==> config.mk <==
export PLATFORM = sky130hd
export DESIGN_NAME = bank_route_dec
export DESIGN_NICKNAME = d
export VERILOG_FILES = /design/src/rtl/bank_route_pkg.sv /design/src/rtl/bank_cfg_regs.sv /design/src/rtl/bank_match.sv /design/src/rtl/bank_pick.sv /design/src/rtl/bank_route_dec.sv
export SDC_FILE = /design/constraint.sdc
export NUM_CORES = 2
export LEC_CHECK = 0
export BUFFER_PORTS_ARGS = -buffer_cell sky130_fd_sc_hd__buf_2
export CORE_MARGIN = 2
export CORE_UTILIZATION = 45
export CTS_CLUSTER_SIZE = 16
export DETAILED_ROUTE_END_ITERATION = 16
export SLEW_MARGIN = 5
export SYNTH_ARGS = -nofsm -noshare
export SYNTH_HDL_FRONTEND = slang
export SYNTH_SLANG_ARGS = --single-unit
==> constraint.sdc <==
create_clock -name clk -period 7.9 [get_ports clk]
set_input_delay 1.58 -clock clk [delete_from_list [all_inputs] [get_ports clk]]
set_output_delay 1.58 -clock clk [all_outputs]
set_load 0.005 [all_outputs]
==> src/rtl/bank_route_pkg.sv <==
// Shared constants and types for the bank select decoder.
// Assumes a 32-bit address, of which the top CMP_W bits are decoded.
package bank_route_pkg;
    localparam int ADDR_W        = 32;
    localparam int CMP_W         = 17;
    localparam int ZCNT_W        = $clog2(CMP_W + 1);
    localparam int SDR_MIN_ZEROS = 5;
    localparam int SDR_MAX_ZEROS = 12;

    localparam logic [2:0] MACH_GP     = 3'd0;
    localparam logic [2:0] MACH_PROG_A = 3'd1;
    localparam logic [2:0] MACH_PROG_B = 3'd2;
    localparam logic [2:0] MACH_PROG_C = 3'd3;
    localparam logic [2:0] MACH_SDR    = 3'd4;

    localparam logic [1:0] PSZ_8  = 2'd0;
    localparam logic [1:0] PSZ_16 = 2'd1;
    localparam logic [1:0] PSZ_32 = 2'd2;
    localparam logic [1:0] PSZ_64 = 2'd3;

    localparam logic [1:0] PROT_NONE = 2'd0;
    localparam logic [1:0] PROT_PAR  = 2'd1;
    localparam logic [1:0] PROT_RMW  = 2'd2;
    localparam logic [1:0] PROT_ECC  = 2'd3;

    typedef struct packed {
        logic             valid;
        logic [CMP_W-1:0] base;
        logic [CMP_W-1:0] mask;
        logic [2:0]       mach;
        logic             lbus;
        logic [1:0]       psize;
        logic [1:0]       prot;
        logic             ro;
        logic             pipe;
        logic             ext;
    } bank_cfg_t;

    localparam int CFG_W = $bits(bank_cfg_t);

    localparam bank_cfg_t BOOT_CFG = '{valid: 1'b1, base: '0, mask: '0,
        mach: MACH_GP, lbus: 1'b0, psize: PSZ_16, prot: PROT_NONE,
        ro: 1'b0, pipe: 1'b0, ext: 1'b0};
    localparam bank_cfg_t IDLE_CFG = '0;
endpackage

==> src/rtl/bank_cfg_regs.sv <==
// Settings storage for all banks.
// Bank 0 resets to the boot window; the others reset disabled.
// Writes to a bank number beyond NUM_BANKS are dropped.
module bank_cfg_regs
    import bank_route_pkg::*;
#(
    parameter int NUM_BANKS = 12,
    parameter int IDX_W     = $clog2(NUM_BANKS)
) (
    input  logic                        clk,
    input  logic                        rst_n,
    input  logic                        we,
    input  logic [IDX_W-1:0]            wbank,
    input  bank_cfg_t                   wdata,
    output bank_cfg_t [NUM_BANKS-1:0]   cfg
);
    // Hold per-bank settings; load one bank per write strobe.
    always_ff @(posedge clk) begin
        if (!rst_n) begin
            for (int b = 0; b < NUM_BANKS; b++)
                cfg[b] <= (b == 0) ? BOOT_CFG : IDLE_CFG;
        end else if (we && (int'(wbank) < NUM_BANKS)) begin
            cfg[wbank] <= wdata;
        end
    end
endmodule

==> src/rtl/bank_match.sv <==
// One bank's legality check and address compare.
// Assumes cfg is stable for the cycle. The mask is counted, not checked for contiguity.
module bank_match
    import bank_route_pkg::*;
(
    input  bank_cfg_t        cfg,
    input  logic [CMP_W-1:0] addr_hi,
    input  logic             acc_lbus,
    input  logic             strict,
    output logic             hit,
    output logic             bad
);
    logic [ZCNT_W-1:0] zeros;

    // Count the mask's zero bits, which give the block size above 32 KB.
    always_comb begin
        zeros = '0;
        for (int k = 0; k < CMP_W; k++)
            zeros = zeros + ZCNT_W'(!cfg.mask[k]);
    end

    // Flag settings that the chosen machine and port cannot support.
    always_comb begin
        bad = 1'b0;
        if (cfg.valid) begin
            if (cfg.mach > MACH_SDR)
                bad = 1'b1;
            if (cfg.mach == MACH_SDR &&
                (zeros < ZCNT_W'(SDR_MIN_ZEROS) || zeros > ZCNT_W'(SDR_MAX_ZEROS)))
                bad = 1'b1;
            if (cfg.prot == PROT_ECC && cfg.psize != PSZ_64)
                bad = 1'b1;
            if (cfg.prot == PROT_RMW &&
                (cfg.psize == PSZ_8 || cfg.psize == PSZ_16 ||
                 (cfg.psize == PSZ_32 && !strict)))
                bad = 1'b1;
        end
    end

    // Compare the masked upper address against the base on the bank's own bus.
    always_comb begin
        hit = cfg.valid && !bad && (cfg.lbus == acc_lbus) &&
              (((addr_hi ^ cfg.base) & cfg.mask) == '0);
    end
endmodule

==> src/rtl/bank_pick.sv <==
// Priority pick among matching banks: the lowest index wins.
// idx is 0 when nothing matches.
module bank_pick #(
    parameter int NUM_BANKS = 12,
    parameter int IDX_W     = $clog2(NUM_BANKS)
) (
    input  logic [NUM_BANKS-1:0] hits,
    output logic                 any,
    output logic [IDX_W-1:0]     idx
);
    // Scan from the top so that the lowest matching bank is the last written.
    always_comb begin
        any = 1'b0;
        idx = '0;
        for (int b = NUM_BANKS - 1; b >= 0; b--) begin
            if (hits[b]) begin
                any = 1'b1;
                idx = IDX_W'(b);
            end
        end
    end

    // Check that the chosen bank matched and that no lower bank did.
    always_comb begin
        if (any) begin
            for (int b = 0; b < NUM_BANKS; b++) begin
                if (b < int'(idx))
                    assert_pick_lowest_R4: assert (!hits[b]);
            end
            assert_pick_matched_R4: assert (hits[idx]);
        end
    end
endmodule

==> src/rtl/bank_route_dec.sv <==
// Top of the bank select decoder. Decodes an access against every bank,
// picks the winner and registers the response one cycle after acc_valid.
// Assumes settings writes and accesses do not share a cycle.
module bank_route_dec
    import bank_route_pkg::*;
#(
    parameter int NUM_BANKS = 12,
    parameter int IDX_W     = $clog2(NUM_BANKS)
) (
    input  logic                  clk,
    input  logic                  rst_n,
    input  logic                  cfg_we,
    input  logic [IDX_W-1:0]      cfg_bank,
    input  logic [CFG_W-1:0]      cfg_wdata,
    input  logic                  strict_mode,
    input  logic                  acc_valid,
    input  logic [ADDR_W-1:0]     acc_addr,
    input  logic                  acc_write,
    input  logic                  acc_lbus,
    output logic                  rsp_valid,
    output logic [NUM_BANKS-1:0]  rsp_cs,
    output logic                  rsp_nohit,
    output logic                  rsp_wp_err,
    output logic                  rsp_start,
    output logic [2:0]            rsp_mach,
    output logic                  rsp_lbus,
    output logic [1:0]            rsp_psize,
    output logic [1:0]            rsp_prot,
    output logic                  rsp_pipe,
    output logic                  rsp_ext,
    output logic [NUM_BANKS-1:0]  cfg_err
);
    bank_cfg_t [NUM_BANKS-1:0] cfg;
    logic [NUM_BANKS-1:0]      hits;
    logic [NUM_BANKS-1:0]      bad;
    logic                      any;
    logic [IDX_W-1:0]          idx;
    bank_cfg_t                 win;
    logic                      wp;

    bank_cfg_regs #(.NUM_BANKS(NUM_BANKS), .IDX_W(IDX_W)) u_regs (
        .clk   (clk),
        .rst_n (rst_n),
        .we    (cfg_we),
        .wbank (cfg_bank),
        .wdata (bank_cfg_t'(cfg_wdata)),
        .cfg   (cfg)
    );

    for (genvar g = 0; g < NUM_BANKS; g++) begin : g_match
        bank_match u_match (
            .cfg      (cfg[g]),
            .addr_hi  (acc_addr[ADDR_W-1 -: CMP_W]),
            .acc_lbus (acc_lbus),
            .strict   (strict_mode),
            .hit      (hits[g]),
            .bad      (bad[g])
        );
    end

    bank_pick #(.NUM_BANKS(NUM_BANKS), .IDX_W(IDX_W)) u_pick (
        .hits (hits),
        .any  (any),
        .idx  (idx)
    );

    // Select the winning bank's settings and test for a protected write.
    always_comb begin
        win = cfg[idx];
        wp  = acc_write && win.ro;
    end

    // Register the response and the per-bank legality flags.
    always_ff @(posedge clk) begin
        if (!rst_n) begin
            rsp_valid  <= 1'b0;
            rsp_cs     <= '0;
            rsp_nohit  <= 1'b0;
            rsp_wp_err <= 1'b0;
            rsp_start  <= 1'b0;
            rsp_mach   <= '0;
            rsp_lbus   <= 1'b0;
            rsp_psize  <= '0;
            rsp_prot   <= '0;
            rsp_pipe   <= 1'b0;
            rsp_ext    <= 1'b0;
            cfg_err    <= '0;
        end else begin
            cfg_err   <= bad;
            rsp_valid <= acc_valid;
            if (acc_valid && any) begin
                rsp_cs     <= wp ? '0 : (NUM_BANKS'(1) << idx);
                rsp_nohit  <= 1'b0;
                rsp_wp_err <= wp;
                rsp_start  <= !wp && !win.ext;
                rsp_mach   <= win.mach;
                rsp_lbus   <= win.lbus;
                rsp_psize  <= win.psize;
                rsp_prot   <= win.prot;
                rsp_pipe   <= win.pipe;
                rsp_ext    <= win.ext;
            end else begin
                rsp_cs     <= '0;
                rsp_nohit  <= acc_valid;
                rsp_wp_err <= 1'b0;
                rsp_start  <= 1'b0;
                rsp_mach   <= '0;
                rsp_lbus   <= 1'b0;
                rsp_psize  <= '0;
                rsp_prot   <= '0;
                rsp_pipe   <= 1'b0;
                rsp_ext    <= 1'b0;
            end
        end
    end

    assert_cs_onehot_R4: assert property (@(posedge clk) disable iff (!rst_n)
        $onehot0(rsp_cs));
    assert_nohit_quiet_R5: assert property (@(posedge clk) disable iff (!rst_n)
        rsp_nohit |-> (rsp_cs == '0 && !rsp_start && !rsp_wp_err));
    assert_rsp_follows_R6: assert property (@(posedge clk) disable iff (!rst_n)
        rsp_valid |-> $past(acc_valid));
    assert_idle_quiet_R6: assert property (@(posedge clk) disable iff (!rst_n)
        !rsp_valid |-> (rsp_cs == '0 && !rsp_nohit && !rsp_wp_err && !rsp_start));
    assert_wp_blocks_R7: assert property (@(posedge clk) disable iff (!rst_n)
        rsp_wp_err |-> (rsp_cs == '0 && !rsp_start && $past(acc_write)));
    assert_start_internal_R12: assert property (@(posedge clk) disable iff (!rst_n)
        rsp_start |-> (!rsp_ext && rsp_cs != '0));
    assert_bad_bank_silent_R13: assert property (@(posedge clk) disable iff (!rst_n)
        (rsp_cs & cfg_err) == '0);
endmodule

=== Yosys cells after proc, flatten, opt, wreduce, memory -nomap -nowiden ===
Cells that the tools add are included.
Widths: inputs -> output; s select.

* Add/subtract/negate cells: 192
* Magnitude comparators: 40
* Equal/unequal tests: 84
* Shift operators: 1
* Multiplexer cells: 89
* Bitwise gates (word level): 26
* Reduce and logical (&&, ||, !) cells: 371

{| class="wikitable"
|+ Operators with widths
! kind !! number
|-
| $add 5x1->5 || 180
|-
| $bwmux 552 || 1
|-
| $logic_not 1->1 || 219
|-
| $and 17x17->17 || 12
|-
| $logic_not 17->1 || 12
|-
| $xor 17x17->17 || 12
|-
| $bmux 46 s4 || 1
|-
| $demux 46 s4 || 1
|-
| $logic_and 1x1->1 || 89
|-
| $eq 2x2->1 const B || 36
|-
| $mux 1 || 72
|-
| $gt 5x4->1 const B || 12
|-
| $lt 5x3->1 const B || 12
|-
| $mux 4 || 12
|-
| $mux 46 || 1
|-
| $eq 3x3->1 const B || 12
|-
| $gt 3x3->1 const B || 12
|-
| $logic_or 1x1->1 || 36
|-
| $add 1x1->2 || 12
|-
| $eq 2x1->1 const B || 12
|-
| $logic_not 2->1 || 12
|-
| $ne 2x2->1 const B || 12
|-
| $eq 1x1->1 || 12
|-
| $shl 1x4->12 const A || 1
|-
| 8 further kinds || 10
|}

* Flip-flop bits (word level): 590
* Bits of input ports: 89
* Output and inout bits: 38
* Logic and storage cells: 935

=== Longest topological paths before layout ===
* Depth after elaboration: 45
* Depth in mapped cells: 23
* Depth with buffers taken out: 21

=== By module ===
From an unflattened synthesis, not the netlist that was laid out.

* Cell total of the unflattened synthesis: 3,068
* Area total of the unflattened synthesis: 30,568.1 um2

{| class="wikitable"
|+ By module, submodules not included
! module !! instances !! cells an instance !! area an instance (um2) !! seq. area each (um2)
|-
| bank_cfg_regs || 1 || 1,889 || 19,871.6 || 11,050.6
|-
| bank_match at g_match[0].u_match ... || 8 || 82 || 704.4 || 0.0
|-
| bank_match at g_match[3].u_match ... || 4 || 82 || 705.7 || 0.0
|-
| bank_route_dec || 1 || 173 || 2,109.5 || 760.7
|-
| bank_pick || 1 || 22 || 128.9 || 0.0
|}

=== Worst setup path before layout ===
OpenSTA, ideal clock, no wires.

* Kind: register to register
* Start: reg u_regs.cfg[333] (netlist name)
* End: reg rsp_start
* Library setup time: 117 ps
* Arrival: 6,175 ps
* Required time: 7,783 ps
* Path slack: 1,608 ps
* Stages on the path, launching flop included: 20
* Path buffers: 0
* Clock period less this slack: 6,292 ps
* Cell sequence: dfxtp_1 inv_1 ha_1 fa_1 fa_1 fa_1 fa_1 ha_1 fa_1 and2_4 or4_4 nand4_1 and4_1 or4b_4 a221oi_2 o21ai_1 a211o_1 a221o_1 o21bai_1 and4b_1

* Word-level cells in the longest chain between the ends: 41
* Elaborated cells between the ends (all ways): 55
* Those cells by class: 16 x add/sub; 2 x order compare; 22 x mux; 1 x bitwise; 14 x reduce/logical

{| class="wikitable"
|+ Ends and longest elaborated chain
! item !! line !! RTL
|-
| $logic_not 1->1 || bank_match.sv:19 || <nowiki>zeros = zeros + ZCNT_W'(!cfg.mask[k]);</nowiki>
|-
| $add 1x1->2 || bank_match.sv:19 ||
|-
| $add 5x1->5 (15 in a row) || bank_match.sv:19 ||
|-
| $lt 5x3->1 / $gt 5x4->1 (equally long branches) || bank_match.sv:29 || <nowiki>(zeros < ZCNT_W'(SDR_MIN_ZEROS) || zeros > ZCNT_W'(SDR_MAX_ZEROS)))</nowiki>
|-
| $logic_or 1x1->1 || bank_match.sv:29 ||
|-
| $logic_and 1x1->1 || bank_match.sv:28 || <nowiki>if (cfg.mach == MACH_SDR &&</nowiki>
|-
| $mux 1 || bank_match.sv:28 ||
|-
| $mux 1 || bank_match.sv:31 || <nowiki>if (cfg.prot == PROT_ECC && cfg.psize != PSZ_64)</nowiki>
|-
| [... 3 more ...] || n/a ||
|-
| $logic_and 1x1->1 (2 in a row) || bank_match.sv:42 || <nowiki>hit = cfg.valid && !bad && (cfg.lbus == acc_lbus) &&</nowiki>
|-
| $logic_and 1x1->1 * || bank_match.sv:42 ||
|-
| $mux 4 (8 in a row) || bank_pick.sv:16 || <nowiki>if (hits[b]) begin</nowiki>
|-
| $bmux 46 s4 || bank_route_dec.sv:69 || <nowiki>win = cfg[idx];</nowiki>
|-
| $mux 11 (not written as such) || bank_route_dec.sv:69 ||
|-
| $logic_and 1x1->1 || bank_route_dec.sv:70 || <nowiki>wp = acc_write && win.ro;</nowiki>
|-
| $logic_not 1->1 || bank_route_dec.sv:95 || <nowiki>rsp_start <= !wp && !win.ext;</nowiki>
|-
| $logic_and 1x1->1 || bank_route_dec.sv:95 ||
|-
| to (signal assigned) || bank_route_dec.sv:95 ||
|-
| to (decl) || bank_route_dec.sv:24 || <nowiki>output logic rsp_start,</nowiki>
|}

Every way passes the cells marked *; elsewhere a longest branch is shown, timed or not. The select of a mux whose other input is x is not followed.
A chain may end at the register's enable or synchronous reset.

=== Worst setup path in the final report ===
* Start: reg u_regs.cfg[149] (netlist name)
* End: reg rsp_cs[10]

* Word-level cells in the longest chain between the ends: 36
* Elaborated cells between the ends (all ways): 46
* Those cells by class: 16 x add/sub; 2 x order compare; 1 x shift; 14 x mux; 2 x bitwise; 11 x reduce/logical

{| class="wikitable"
|+ Ends and longest elaborated chain
! item !! line !! RTL
|-
| $logic_not 1->1 || bank_match.sv:19 ||
|-
| $add 1x1->2 || bank_match.sv:19 ||
|-
| $add 5x1->5 (15 in a row) || bank_match.sv:19 ||
|-
| $lt 5x3->1 / $gt 5x4->1 (equally long branches) || bank_match.sv:29 ||
|-
| $logic_or 1x1->1 || bank_match.sv:29 ||
|-
| $logic_and 1x1->1 || bank_match.sv:28 ||
|-
| $mux 1 || bank_match.sv:28 ||
|-
| $mux 1 || bank_match.sv:31 ||
|-
| [... 2 more ...] || n/a ||
|-
| $logic_not 1->1 || bank_match.sv:42 ||
|-
| $logic_and 1x1->1 (2 in a row) || bank_match.sv:42 ||
|-
| $logic_and 1x1->1 * || bank_match.sv:42 ||
|-
| $mux 4 (4 in a row) || bank_pick.sv:16 ||
|-
| $bmux 46 s4 || bank_route_dec.sv:69 ||
|-
| $mux 11 (not written as such) || bank_route_dec.sv:69 ||
|-
| $logic_and 1x1->1 || bank_route_dec.sv:70 ||
|-
| $reduce_or 3->1 (no line) || n/a ||
|-
| to (signal assigned) || bank_route_dec.sv:92 || <nowiki>rsp_cs <= wp ? '0 : (NUM_BANKS'(1) << idx);</nowiki>
|-
| to (decl) || bank_route_dec.sv:21 || <nowiki>output logic [NUM_BANKS-1:0] rsp_cs,</nowiki>
|}

Marks and branches as above.

==> metrics.txt <==
# TYPE chip_impl_metric gauge
chip_impl_info{name="run_status",value="finished clean"} 1
chip_impl_metric{name="comb_power_share",unit="%"} 11.7
chip_impl_metric{name="globalRoute.totalOverflow",unit=""} 0
chip_impl_metric{name="synth.distinct_cells",unit=""} 69
chip_impl_metric{name="finClkSkew",unit="ps"} 29.6
chip_impl_metric{name="slew_headroom",unit="%"} 18.9
chip_impl_metric{name="floorplan.initialDensity",unit="%"} 45.4
chip_impl_metric{name="port_buffers",unit=""} 111
chip_impl_info{name="synth_top_area_cell",value="dfxtp_1"} 1
chip_impl_metric{name="actual_slew_at_the_worst_max_slew_pin",unit="ps"} 1210
chip_impl_metric{name="syn_avg_cell_area",unit="um^2"} 8.31
chip_impl_metric{name="cts_max_path_buffers",unit=""} 3
chip_impl_metric{name="placement.setup.worst_slack",unit="ps"} 724
chip_impl_info{name="setup_repair_after_global_routing_missed_its_margin",value="no"} 1
chip_impl_info{name="netlist_top_cells_area",value="dfxtp_1, nand2_1, a21boi_0"} 1
chip_impl_info{name="synth_most_common_cell",value="nand2_1"} 1
chip_impl_info{name="cp-start-kind",value="register"} 1
chip_impl_metric{name="hold_viol",unit=""} 0
chip_impl_metric{name="post_synth_inst_count",unit=""} 3829
chip_impl_metric{name="synthAdderAreaFrac",unit="%"} 11.1
chip_impl_metric{name="synth.area.mux_share",unit="%"} 2.06
chip_impl_metric{name="grt_antenna_before_repair",unit=""} 16
chip_impl_metric{name="cap_viol_max_count",unit=""} 0
chip_impl_info{name="most_frequent_cell_on_critical_path",value="fa_1"} 1
chip_impl_metric{name="htree_num_levels",unit=""} 3
chip_impl_metric{name="synth-seq-area-share",unit="%"} 37.1
chip_impl_info{name="main_combinational_cell_family_by_area_after_synthesis",value="simple AND/OR/NAND/NOR gates"} 1
chip_impl_metric{name="setup_violations",unit=""} 0
chip_impl_info{name="cts.root.buffer_cell",value="clkbuf_16"} 1
chip_impl_metric{name="design.die.area",unit="um^2"} 72800
chip_impl_metric{name="stdcell_area",unit="um^2"} 35400
chip_impl_metric{name="gp_congestion",unit=""} 0.941
chip_impl_metric{name="switching_share",unit="%"} 26.3
chip_impl_metric{name="worstPathMaxFanout",unit=""} 12
chip_impl_metric{name="drive_gt1_share",unit="%"} 7.37
chip_impl_info{name="yosys-top-cells-count",value="nand2_1, dfxtp_1, a21boi_0, inv_1, clkbuf_1"} 1
chip_impl_metric{name="layout_worst_path_cycle_share",unit="%"} 91.7
chip_impl_metric{name="first_global_vias",unit=""} 24900
chip_impl_metric{name="post-dp-hpwl",unit="mm"} 72.8
chip_impl_metric{name="slowest_delay",unit="ps"} 880
chip_impl_metric{name="ys_async_sr_fraction",unit="%"} 0
chip_impl_metric{name="drt_iter0_drc",unit=""} 2593
chip_impl_metric{name="static-leakage-power",unit="uW"} 0.0126
chip_impl_metric{name="final.setup.worst_slack",unit="ps"} 654
chip_impl_metric{name="clock_sink_count",unit=""} 590
chip_impl_metric{name="grt_max_degree",unit=""} 232
chip_impl_metric{name="power.share.clock",unit="%"} 46.5
chip_impl_metric{name="yosys_warnings",unit=""} 0
chip_impl_metric{name="clkSlewWorstSetupHoldPaths",unit="ps"} 60
chip_impl_info{name="hold_class",value="register to register"} 1
chip_impl_metric{name="synthToLayoutAreaGrowth",unit="%"} 11.3
chip_impl_metric{name="drt_pass1_iterations",unit=""} 5
chip_impl_metric{name="max_freq",unit="MHz"} 138
chip_impl_metric{name="internal_power",unit="uW"} 5360
chip_impl_metric{name="synth-seq-cells",unit=""} 590
chip_impl_metric{name="compound_gate_portion_of_the_synthesized_area",unit="%"} 18.4
chip_impl_metric{name="cts-hold-fix-buffers",unit=""} 0
chip_impl_metric{name="synth_top_cell_area_share",unit="%"} 37.1
chip_impl_metric{name="postRouteWirelength",unit="mm"} 115
chip_impl_metric{name="core.rowCount",unit=""} 97
chip_impl_metric{name="power_switching",unit="uW"} 1920
chip_impl_metric{name="grt_first_pass_wirelength",unit="mm"} 168
chip_impl_metric{name="num_vias",unit=""} 26500
chip_impl_metric{name="dieHeight",unit="um"} 270
chip_impl_metric{name="post_dr_wirelength_cell",unit="um"} 24.0
chip_impl_metric{name="grtUsageTotal",unit="%"} 31.0
chip_impl_info{name="worstSetupEndpointType",value="register"} 1
chip_impl_metric{name="post_dp_cell_area",unit="um^2"} 33000
chip_impl_info{name="worstSetupPathType",value="register to register"} 1
chip_impl_metric{name="route.detailed.vias_per_inst",unit=""} 5.52
chip_impl_metric{name="numPlacedInstances",unit=""} 4671
chip_impl_metric{name="cts.repair_timing.setup_buffer_count",unit=""} 0
chip_impl_metric{name="final_net_count",unit=""} 4096
chip_impl_metric{name="yosys.area_share.simple",unit="%"} 18.6
chip_impl_metric{name="worst_ep_arrival_time",unit="ps"} 7770
chip_impl_info{name="critical_path.slowest_cell",value="nor2_1"} 1
chip_impl_metric{name="cts_buffers",unit=""} 70
chip_impl_metric{name="finalMaxSlewViolations",unit=""} 0
chip_impl_metric{name="pwr_density_cell",unit="nW/um^2"} 206
chip_impl_metric{name="clock_latency",unit="ps"} 620
chip_impl_metric{name="drt_drc_violations_left",unit=""} 0
chip_impl_info{name="clock_tree_from_tritoncts",value="built"} 1
chip_impl_info{name="postSynth.topFlopCell",value="dfxtp_1"} 1
chip_impl_metric{name="core_outline_area",unit="um^2"} 70000
chip_impl_metric{name="die_x_extent",unit="um"} 270
chip_impl_metric{name="filler_cell_count",unit=""} 6803
chip_impl_metric{name="seq_power_share",unit="%"} 41.8
chip_impl_metric{name="finalCoreUtilization",unit="%"} 50.6
chip_impl_metric{name="synthesis.nets",unit=""} 4122
chip_impl_metric{name="synth.cell_area",unit="um^2"} 31800
chip_impl_metric{name="final_cells",unit=""} 4799
chip_impl_metric{name="final.min_clock_period",unit="ps"} 7250
chip_impl_metric{name="worst-endpoint-required",unit="ps"} 8430
chip_impl_info{name="critical_path.cell_chain",value="inv_1 -> ha_1 -> fa_1 -> fa_1 -> fa_1 -> fa_1 -> ha_1 -> fa_1 -> and2_1 -> or4_1 -> a211oi_1 -> nand3b_1 -> or3_1 -> nand4_1 -> nor2_1 -> nand2_1 -> nor2_1 -> inv_1 -> nor3b_1"} 1
chip_impl_metric{name="synth_xor_area_share",unit="%"} 6.62
chip_impl_metric{name="route.antenna.remaining_nets",unit=""} 0
chip_impl_metric{name="number_of_enable_type_register_cells_in_the_synthesized_netlist",unit=""} 0
chip_impl_metric{name="vdd.ir_drop.worst",unit="V"} 0.000120
chip_impl_metric{name="postCtsResizedCells",unit=""} 0
chip_impl_metric{name="fin_tns_setup",unit="ps"} 0
chip_impl_metric{name="io_pins",unit=""} 127
-- layout make-up --
type	count	area (um^2)	share of cell area, %
multi-input combinational	2736	18200	51.4
sequential	590	11800	33.3
clock buffer	101	2100	5.94
tap	940	1180	3.32
inverter	259	972	2.74
timing repair buffer	146	841	2.37
clock inverter	22	285	0.805
antenna	5	12.5	0.0353
-- registers in the layout, indices dropped and copies added, names as in the netlist --
register,count
rsp_nohit,1
rsp_wp_err,1
rsp_lbus,1
rsp_start,1
rsp_pipe,1
rsp_prot,2
rsp_cs,12
u_regs.cfg,552
rsp_valid,1
cfg_err,12
rsp_psize,2
rsp_mach,3
rsp_ext,1
-- placed cells by master, fill, tap and decap left out, types with 23 or more instances in the layout --
cell,count
buf_2,110
mux2i_1,62
a21oi_1,32
dfxtp_1,590
nand4_1,41
nand2_1,1216
xnor2_1,106
nor2_1,27
clkbuf_16,75
inv_1,259
fa_1,132
ha_1,72
a21boi_0,551
o22ai_1,47
xor2_1,116
nor2b_1,26
and3_1,24
a221oi_1,23
buf_4,34
-- stage by stage --
step | hold slack (ps) | power (uW)
3_5_place_dp | 456 | 3940
6_report | 461 | 7280
5_1_grt | 479 | 7500
4_1_cts | 464 | 7300
3_3_place_gp | 449 | 3930
2_1_floorplan | 418 | 3630
-- final timing paths --
| kind | start | end | slack [ps] | cells past startpoint |
|---|---|---|---|---|
| setup / recovery | u_regs.cfg[149]$_SDFFE_PN0P_ | rsp_cs[10]$_SDFF_PP0_ | 650 | 19 |
| hold / removal | u_regs.cfg[60]$_SDFFE_PN0P_ | u_regs.cfg[60]$_SDFFE_PN0P_ | 460 | 2 |
| setup reg to reg | u_regs.cfg[149]$_SDFFE_PN0P_ | rsp_cs[10]$_SDFF_PP0_ | 650 | 19 |
| hold reg to reg | u_regs.cfg[60]$_SDFFE_PN0P_ | u_regs.cfg[60]$_SDFFE_PN0P_ | 460 | 2 |
-- metal layers --
| metal | global-route usage [%] | vias to the layer above | wire length, um |
|---|---|---|---|
| met5 | 0 | - | 80 |
| met4 | 13.4 | 12 | 5320 |
| met3 | 5.64 | 256 | 9070 |
| met2 | 50.0 | 969 | 52500 |
| met1 | 40.8 | 12800 | 48300 |
| li1 | - | 12400 | - |
-- logic make-up after synthesis --
logic type	count (synthesis)
DFF	590
xor gates and xnor gates	229
adders and majority gates	204
and+or+nand+nor	1444
buffers and inverters	503
AOI/OAI and AO/OA	794
muxes	65
-- power groups by stage --
stage	combinational [uW]	clock [uW]	sequential, uW
global route	911	3540	3040
CTS	838	3420	3040
floorplan	532	0	3100
global placement	827	0	3100
detailed placement	833	0	3110
finish	851	3390	3040
-- worst max-delay path, delay by kind of cell, from the launching register on --
| family | cells | cell delay [ps] |
|---|---|---|
| buffers and inverters | 2 | 450 |
| adder cells (fa/ha/maj) | 7 | 2890 |
| AND/OR/NAND/NOR | 9 | 3210 |
| AO/OA/AOI/OAI | 1 | 240 |
| flip-flops | 1 | 360 |
Power figures use the tool's default switching activity.
